**src/rtl/hbport.sv**
```systemverilog
module hbport #(
  parameter int PTR_W  = 11,
  parameter int ADDR_W = 3
) (
  input  logic              clk,
  input  logic              rst_n,
  input  logic              host_sel,
  input  logic              host_wr,
  input  logic              host_rd,
  input  logic [ADDR_W-1:0] host_addr,
  input  logic [1:0]        host_be,
  input  logic [15:0]       host_wdata,
  output logic [15:0]       host_rdata,
  output logic              host_rvalid,
  output logic              tx_we,
  output logic [PTR_W-1:0]  tx_addr,
  output logic [15:0]       tx_data,
  output logic              tx_wide,
  output logic              rx_re,
  output logic [PTR_W-1:0]  rx_addr,
  output logic              rx_wide,
  input  logic [15:0]       rx_data
);
  localparam logic [ADDR_W-1:0] S_PORT = ADDR_W'(0);
  localparam logic [ADDR_W-1:0] S_CTRL = ADDR_W'(1);
  localparam logic [ADDR_W-1:0] S_STAT = ADDR_W'(2);
  localparam logic [ADDR_W-1:0] S_TXP  = ADDR_W'(3);
  localparam logic [ADDR_W-1:0] S_RXP  = ADDR_W'(4);

  logic [PTR_W-1:0] tx_ptr, rx_ptr;
  logic             word_mode, err_flag;
  logic             rd_q, port_q, wide_q;
  logic [15:0]      reg_q, reg_val;

  wire wr_cyc   = host_sel & host_wr;
  wire rd_cyc   = host_sel & host_rd;
  wire at_port  = host_addr == S_PORT;
  wire lanes_ok = word_mode ? (host_be == 2'b11) : host_be[0];
  wire port_wr  = wr_cyc & at_port & lanes_ok;
  wire port_rd  = rd_cyc & at_port & lanes_ok;
  wire port_bad = (wr_cyc | rd_cyc) & at_port & word_mode & (host_be != 2'b11);
  wire ctrl_hi  = wr_cyc & (host_addr == S_CTRL) & host_be[1];
  wire ctrl_lo  = wr_cyc & (host_addr == S_CTRL) & host_be[0];
  wire stat_lo  = wr_cyc & (host_addr == S_STAT) & host_be[0];
  wire [PTR_W-1:0] step = word_mode ? PTR_W'(2) : PTR_W'(1);

  assign tx_we   = port_wr;
  assign tx_addr = tx_ptr;
  assign tx_wide = word_mode;
  assign tx_data = word_mode ? host_wdata : {8'h00, host_wdata[7:0]};
  assign rx_re   = port_rd;
  assign rx_addr = rx_ptr;
  assign rx_wide = word_mode;

  always_ff @(posedge clk or negedge rst_n) begin
    if (!rst_n) begin
      tx_ptr    <= '0;
      rx_ptr    <= '0;
      word_mode <= 1'b0;
      err_flag  <= 1'b0;
    end else begin
      if (ctrl_hi && host_wdata[8]) tx_ptr <= '0;
      else if (port_wr)             tx_ptr <= tx_ptr + step;
      if (ctrl_hi && host_wdata[9]) rx_ptr <= '0;
      else if (port_rd)             rx_ptr <= rx_ptr + step;
      if (ctrl_lo) word_mode <= host_wdata[0];
      if (port_bad)                     err_flag <= 1'b1;
      else if (stat_lo && host_wdata[0]) err_flag <= 1'b0;
    end
  end

  always_comb begin
    case (host_addr)
      S_CTRL:  reg_val = {15'd0, word_mode};
      S_STAT:  reg_val = {15'd0, err_flag};
      S_TXP:   reg_val = 16'(tx_ptr);
      S_RXP:   reg_val = 16'(rx_ptr);
      default: reg_val = 16'd0;
    endcase
  end

  always_ff @(posedge clk or negedge rst_n) begin
    if (!rst_n) begin
      rd_q   <= 1'b0;
      port_q <= 1'b0;
      wide_q <= 1'b0;
      reg_q  <= '0;
    end else begin
      rd_q   <= rd_cyc;
      port_q <= port_rd;
      wide_q <= word_mode;
      reg_q  <= reg_val & {{8{host_be[1]}}, {8{host_be[0]}}};
    end
  end

  assign host_rvalid = rd_q;
  assign host_rdata  = !port_q ? reg_q : (wide_q ? rx_data : {8'h00, rx_data[7:0]});
endmodule

```
**config.mk**
```make
export PLATFORM = sky130hd
export DESIGN_NAME = hbport
export DESIGN_NICKNAME = d
export VERILOG_FILES = /design/src/rtl/hbport.sv
export SDC_FILE = /design/constraint.sdc
export NUM_CORES = 1
export LEC_CHECK = 0
export BUFFER_PORTS_ARGS = -buffer_cell sky130_fd_sc_hd__buf_2
export CORE_ASPECT_RATIO = 0.9
export CORE_MARGIN = 5
export CORE_UTILIZATION = 30
export DETAILED_ROUTE_END_ITERATION = 7
export GPL_TIMING_DRIVEN = 0
export HOLD_SLACK_MARGIN = 0.1
export PLACE_DENSITY = 0.67
export REMOVE_ABC_BUFFERS = 1
export SLEW_MARGIN = 25
export SYNTH_ARGS = -nofsm -noshare
export SYNTH_HDL_FRONTEND = slang
export SYNTH_SLANG_ARGS = --single-unit
export TNS_END_PERCENT = 5
```
**constraint.sdc**
```tcl
create_clock -name clk -period 3 [get_ports clk]
set_input_delay 0.3 -clock clk [delete_from_list [all_inputs] [get_ports clk]]
set_output_delay 0.3 -clock clk [all_outputs]
set_load 0.005 [all_outputs]
```
* Word level (Yosys, flattened, before mapping)
Cells that the tools add are included.
Storage, ports and cells: latch bits 0, memories 0, register bits after elaboration 43, ROM bits 0, input bits 42, RAM bits 0, word-level logic and storage cells 51
Cells by class: $add $sub $neg 2, multipliers 0, $lt $le $gt $ge 0, div/mod/pow operators 0, eq/ne operators 6, mux-type cells 12, reduce and logical (&&, ||, !) cells 7, bitwise gates (word level) 16, shifts and indexed selects 0
Operators by type and width (count):
- $mux 16 | 3
- $mux 11 | 4
- $pmux 11 s4 | 1
- $add 11x2->11 | 2
- $and 16x16->16 | 1
- $and 1x1->1 | 14
- $eq 3x2->1 const B | 2
- $reduce_bool 2->1 | 3
- $eq 3x1->1 const B | 1
- $eq 3x3->1 const B | 1
- $logic_and 1x1->1 | 3
- $logic_not 3->1 | 1
- $mux 1 | 3
- $eq 2x2->1 const B | 1
- $mux 2 | 1
- $ne 2x2->1 const B | 1
- $or 1x1->1 | 1

* Longest topological paths before layout
depth after elaboration 6, mapped depth 7

* Least setup slack after synthesis
No wires, ideal clock.
path kind flip-flop to flip-flop, start point register word_mode (netlist: rx_wide), end point register tx_ptr[9] (netlist: tx_addr[9]), setup slack 1111 ps, library setup time 78 ps, buffers on the path 1, arrival time 1811 ps, cell stages (with the launch flop) 8, cells stage by stage dfrtp_1 > clkbuf_1 > inv_1 > ha_1 > a21oi_1 > nand3b_1 > or4_1 > a21oi_1
Between the ends: word-level cells in the longest chain between the ends 4, elaborated cells on any way between the ends 7, classes of those cells add/sub (1); mux (4); bitwise (1); reduce/logical (1)
RTL lines:
- from (decl) | RTL line 31 | logic word_mode, err_flag;
- from (signal assigned) | RTL line 66 | if (ctrl_lo) word_mode <= host_wdata[0];
- $mux 2 | RTL line 45 | wire [PTR_W-1:0] step = word_mode ? PTR_W'(2) : PTR_W'(1);
- $add 11x2->11 | RTL line 63 | else if (port_wr) tx_ptr <= tx_ptr + step;
- $mux 11 | RTL line 63
- $mux 11 | RTL line 62 | if (ctrl_hi && host_wdata[8]) tx_ptr <= '0;
- to (signal assigned) | RTL line 63
- to (decl) | RTL line 30 | logic [PTR_W-1:0] tx_ptr, rx_ptr;
Parallel ways exist; a longest one is shown, timed or not. The select of a mux whose other input is x is not followed. A chain may end at the register's enable or synchronous reset.

* Worst setup path after layout
start point register word_mode (netlist: rx_wide), end point output port rx_re
Between the ends: word-level cells in the longest chain between the ends 2
RTL lines:
- $mux 1 | RTL line 38 | wire lanes_ok = word_mode ? (host_be == 2'b11) : host_be[0];
- $and 1x1->1 | RTL line 40 | wire port_rd = rd_cyc & at_port & lanes_ok;
- to (decl) | RTL line 19 | output logic rx_re,
No other way between the ends.

==> results.json <==
{
  "status": "finished, final reports clean",
  "cts_tree": "yes",
  "grtUsageTotal_pct": 13.4,
  "p_clk_share_pct": 30.7,
  "netlist_area_um2": 2200,
  "period_needed_ps": 2250,
  "cts_root_buffer": "clkbuf_8",
  "synth.distinct_cells": 37,
  "grt_setup_unrepaired": "false",
  "drt.antenna.violating_nets": 0,
  "overflow": 0,
  "cts_buffers": 5,
  "seq_power_share_pct": 50.0,
  "placed_area_um2": 2650,
  "critPathLaunchType": "flop",
  "dp_hpwl_um": 4590,
  "slew_violations": 0,
  "required_ps": 2700,
  "layout_common_cells": "buf_2 (86), dfrtp_1 (38), a21oi_1 (19)",
  "endpoint": "rx_re",
  "post_cts_resized": 0,
  "r2r_start": "rx_wide",
  "fp.dieW_um": 100,
  "max_slew_margin_pct": 43.9,
  "synthArstFlopShare_pct": 100,
  "syn_inst": 230,
  "clk_latency_ps": 290,
  "antenna_found_initial": 0,
  "grt_max_degree": 39,
  "drtPass1Iterations": 4,
  "worstMarginPinSlew_ps": 842,
  "io_buffers": 86,
  "fin_crit_sh_pct": 74.9,
  "p_int_w": 0.000842,
  "drt_iter0_markers": 115,
  "vdd.ir_drop.worst_uv": 177,
  "p_leak_nw": 1.38,
  "drc": 0,
  "initial_core_util_pct": 30.9,
  "wire_per_inst_um": 15.0,
  "io-pin-count": 101,
  "power_frac_comb_pct": 19.3,
  "r2r-end": "tx_addr[10]",
  "die_y_um": 91.3,
  "vias_per_cell": 5.04,
  "reg2reg_slack_ps": 900,
  "path_class": "reg -> out",
  "synth-seq-cells": 38,
  "ff_latch_area_um2": 951,
  "grt_first_pass_wirelength_um": 10000,
  "finalHoldViolCount": 0,
  "setup_tns_ps": 0,
  "routed_wl_um": 5980,
  "multi_input_area_um2": 1120,
  "syn_avg_cell_area_um2": 9.57,
  "cts_sinks": 38,
  "worstPathMaxFanout": 20,
  "hold_path_class": "in -> async",
  "finalInstanceArea_um2": 2740,
  "final_common_cell": "buf_2",
  "fin_nets": 353,
  "nFillCells": 742,
  "end_kind": "output pin",
  "post_cts_buffers": 0,
  "place_congestion": 0.821,
  "die_area_um2": 9150,
  "critical_path.startpoint": "rx_wide",
  "fmax_mhz": 445,
  "placementRows": 29,
  "synth-edff-count": 0,
  "diodes": 0,
  "arrival_ps": 1950,
  "first_global_vias": 1960,
  "reg2regPathDepth": 4,
  "clock-skew-final_ps": 6.93,
  "max-cap-violations": 0,
  "switching_share_pct": 29.9,
  "ctsHoldBuffers": 0,
  "drive_above_1_share_pct": 35.0,
  "vias": 2009,
  "cts.clk_slew.worst_paths_ps": 80,
  "core_area_um2": 7110,
  "synth_ff_type": "dfrtp_1",
  "p_per_area_nw_per_um2": 438,
  "ctsHtreeMaxLevel": 2,
  "setup_violations": 0,
  "ys_seq_area_share_pct": 43.2,
  "p_sw_w": 0.000359,
  "cts_buffer_depth": 2,
  "area_growth_syn_to_layout_pct": 24.5,
  "yosysWarnings": 0
}
==> cells in the mapped netlist, types with 7 or more instances <==
library cell / n / area share (%)
a21oi_1: 19 / 4.3
a22oi_1: 11 / 3.8
and2_1: 11 / 3.1
and3_1: 7 / 2.0
buf_4: 9 / 3.1
clkbuf_1: 8 / 1.4
dfrtp_1: 38 / 43
inv_1: 7 / 1.2
mux2_2: 10 / 5.1
nand2_1: 16 / 2.7
nand3_1: 7 / 1.6
nand4_1: 9 / 2.6
nor2b_1: 11 / 3.1
o21ai_0: 14 / 3.2
or3_1: 8 / 2.3
==> worst min-delay path by stage <==
stage	startpoint	endpoint	slack [ps]	depth (start not counted)
2_1_floorplan	rst_n	err_flag	4	0
3_3_place_gp	rst_n	rx_wide	460	1
3_5_place_dp	rst_n	rx_wide	470	1
4_1_cts	rst_n	rx_wide	150	1
5_1_grt	rst_n	rx_addr[3]	180	1
6_report	rst_n	rx_wide	110	1
==> state kept, by name, indices dropped and copies added, names as in the netlist <==
name / cells
wide_q: 1
rx_wide: 1
port_q: 1
rx_addr: 11
err_flag: 1
tx_addr: 11
reg_q: 11
host_rvalid: 1
==> power groups by stage <==
stage | registers [W] | clock network [W] | logic (W)
floorplan | 0.000598 | 0 | 0.000119
detailed placement | 0.000609 | 0 | 0.000236
global route | 0.000611 | 0.000403 | 0.000267
CTS | 0.000600 | 0.000379 | 0.000235
global placement | 0.000609 | 0 | 0.000228
finish | 0.000600 | 0.000369 | 0.000232
==> per-stage QoR <==
stage               utilization, %  std cells  worst slack (ps)  hold WS [ps]  power, W
finish                        38.5        399               753           105   0.00120
floorplan                        -        212              1160          4.41  0.000718
global route                  38.5        399               608           176   0.00128
detailed placement            37.2        391               894           465  0.000844
CTS                           38.5        399               749           145   0.00121
global placement              37.2        391               962           456  0.000837
==> routing by layer <==
layer	global-route usage [%]	routed length, um	vias to the layer above
li1	-	-	982
met1	17.2	2510	934
met2	21.5	2870	89
met3	5.29	575	4
met4	2.81	31	0
met5	0	0	-
==> logic make-up (layout without fill, tap and decap cells) <==
group,after synthesis,count (layout),synth area share (%)
DFF,38,38,43.2
AOI/OAI and AO/OA,52,52,14.0
and+or+nand+nor,95,95,25.9
muxes,13,13,6.48
xor gates and xnor gates,1,1,0.398
adders and majority gates,6,6,4.09
buffers and inverters,25,101,5.86
==> cell type report <==
type,count,area share (%)
clock buffers,6,3.01
clock inverters,2,0.457
inverters,7,0.959
multi-input cells,167,40.9
flip-flops and latches,38,34.7
well taps,93,4.25
repair buffers,86,15.7
==> worst max-delay path, stage by stage, from the launching register on <==
cell and delay, ps:
dfrtp_1 730, or2b_2 400, nand3_1 240, inv_1 130
buf_2 150
(Power assumes the default switching activity.)
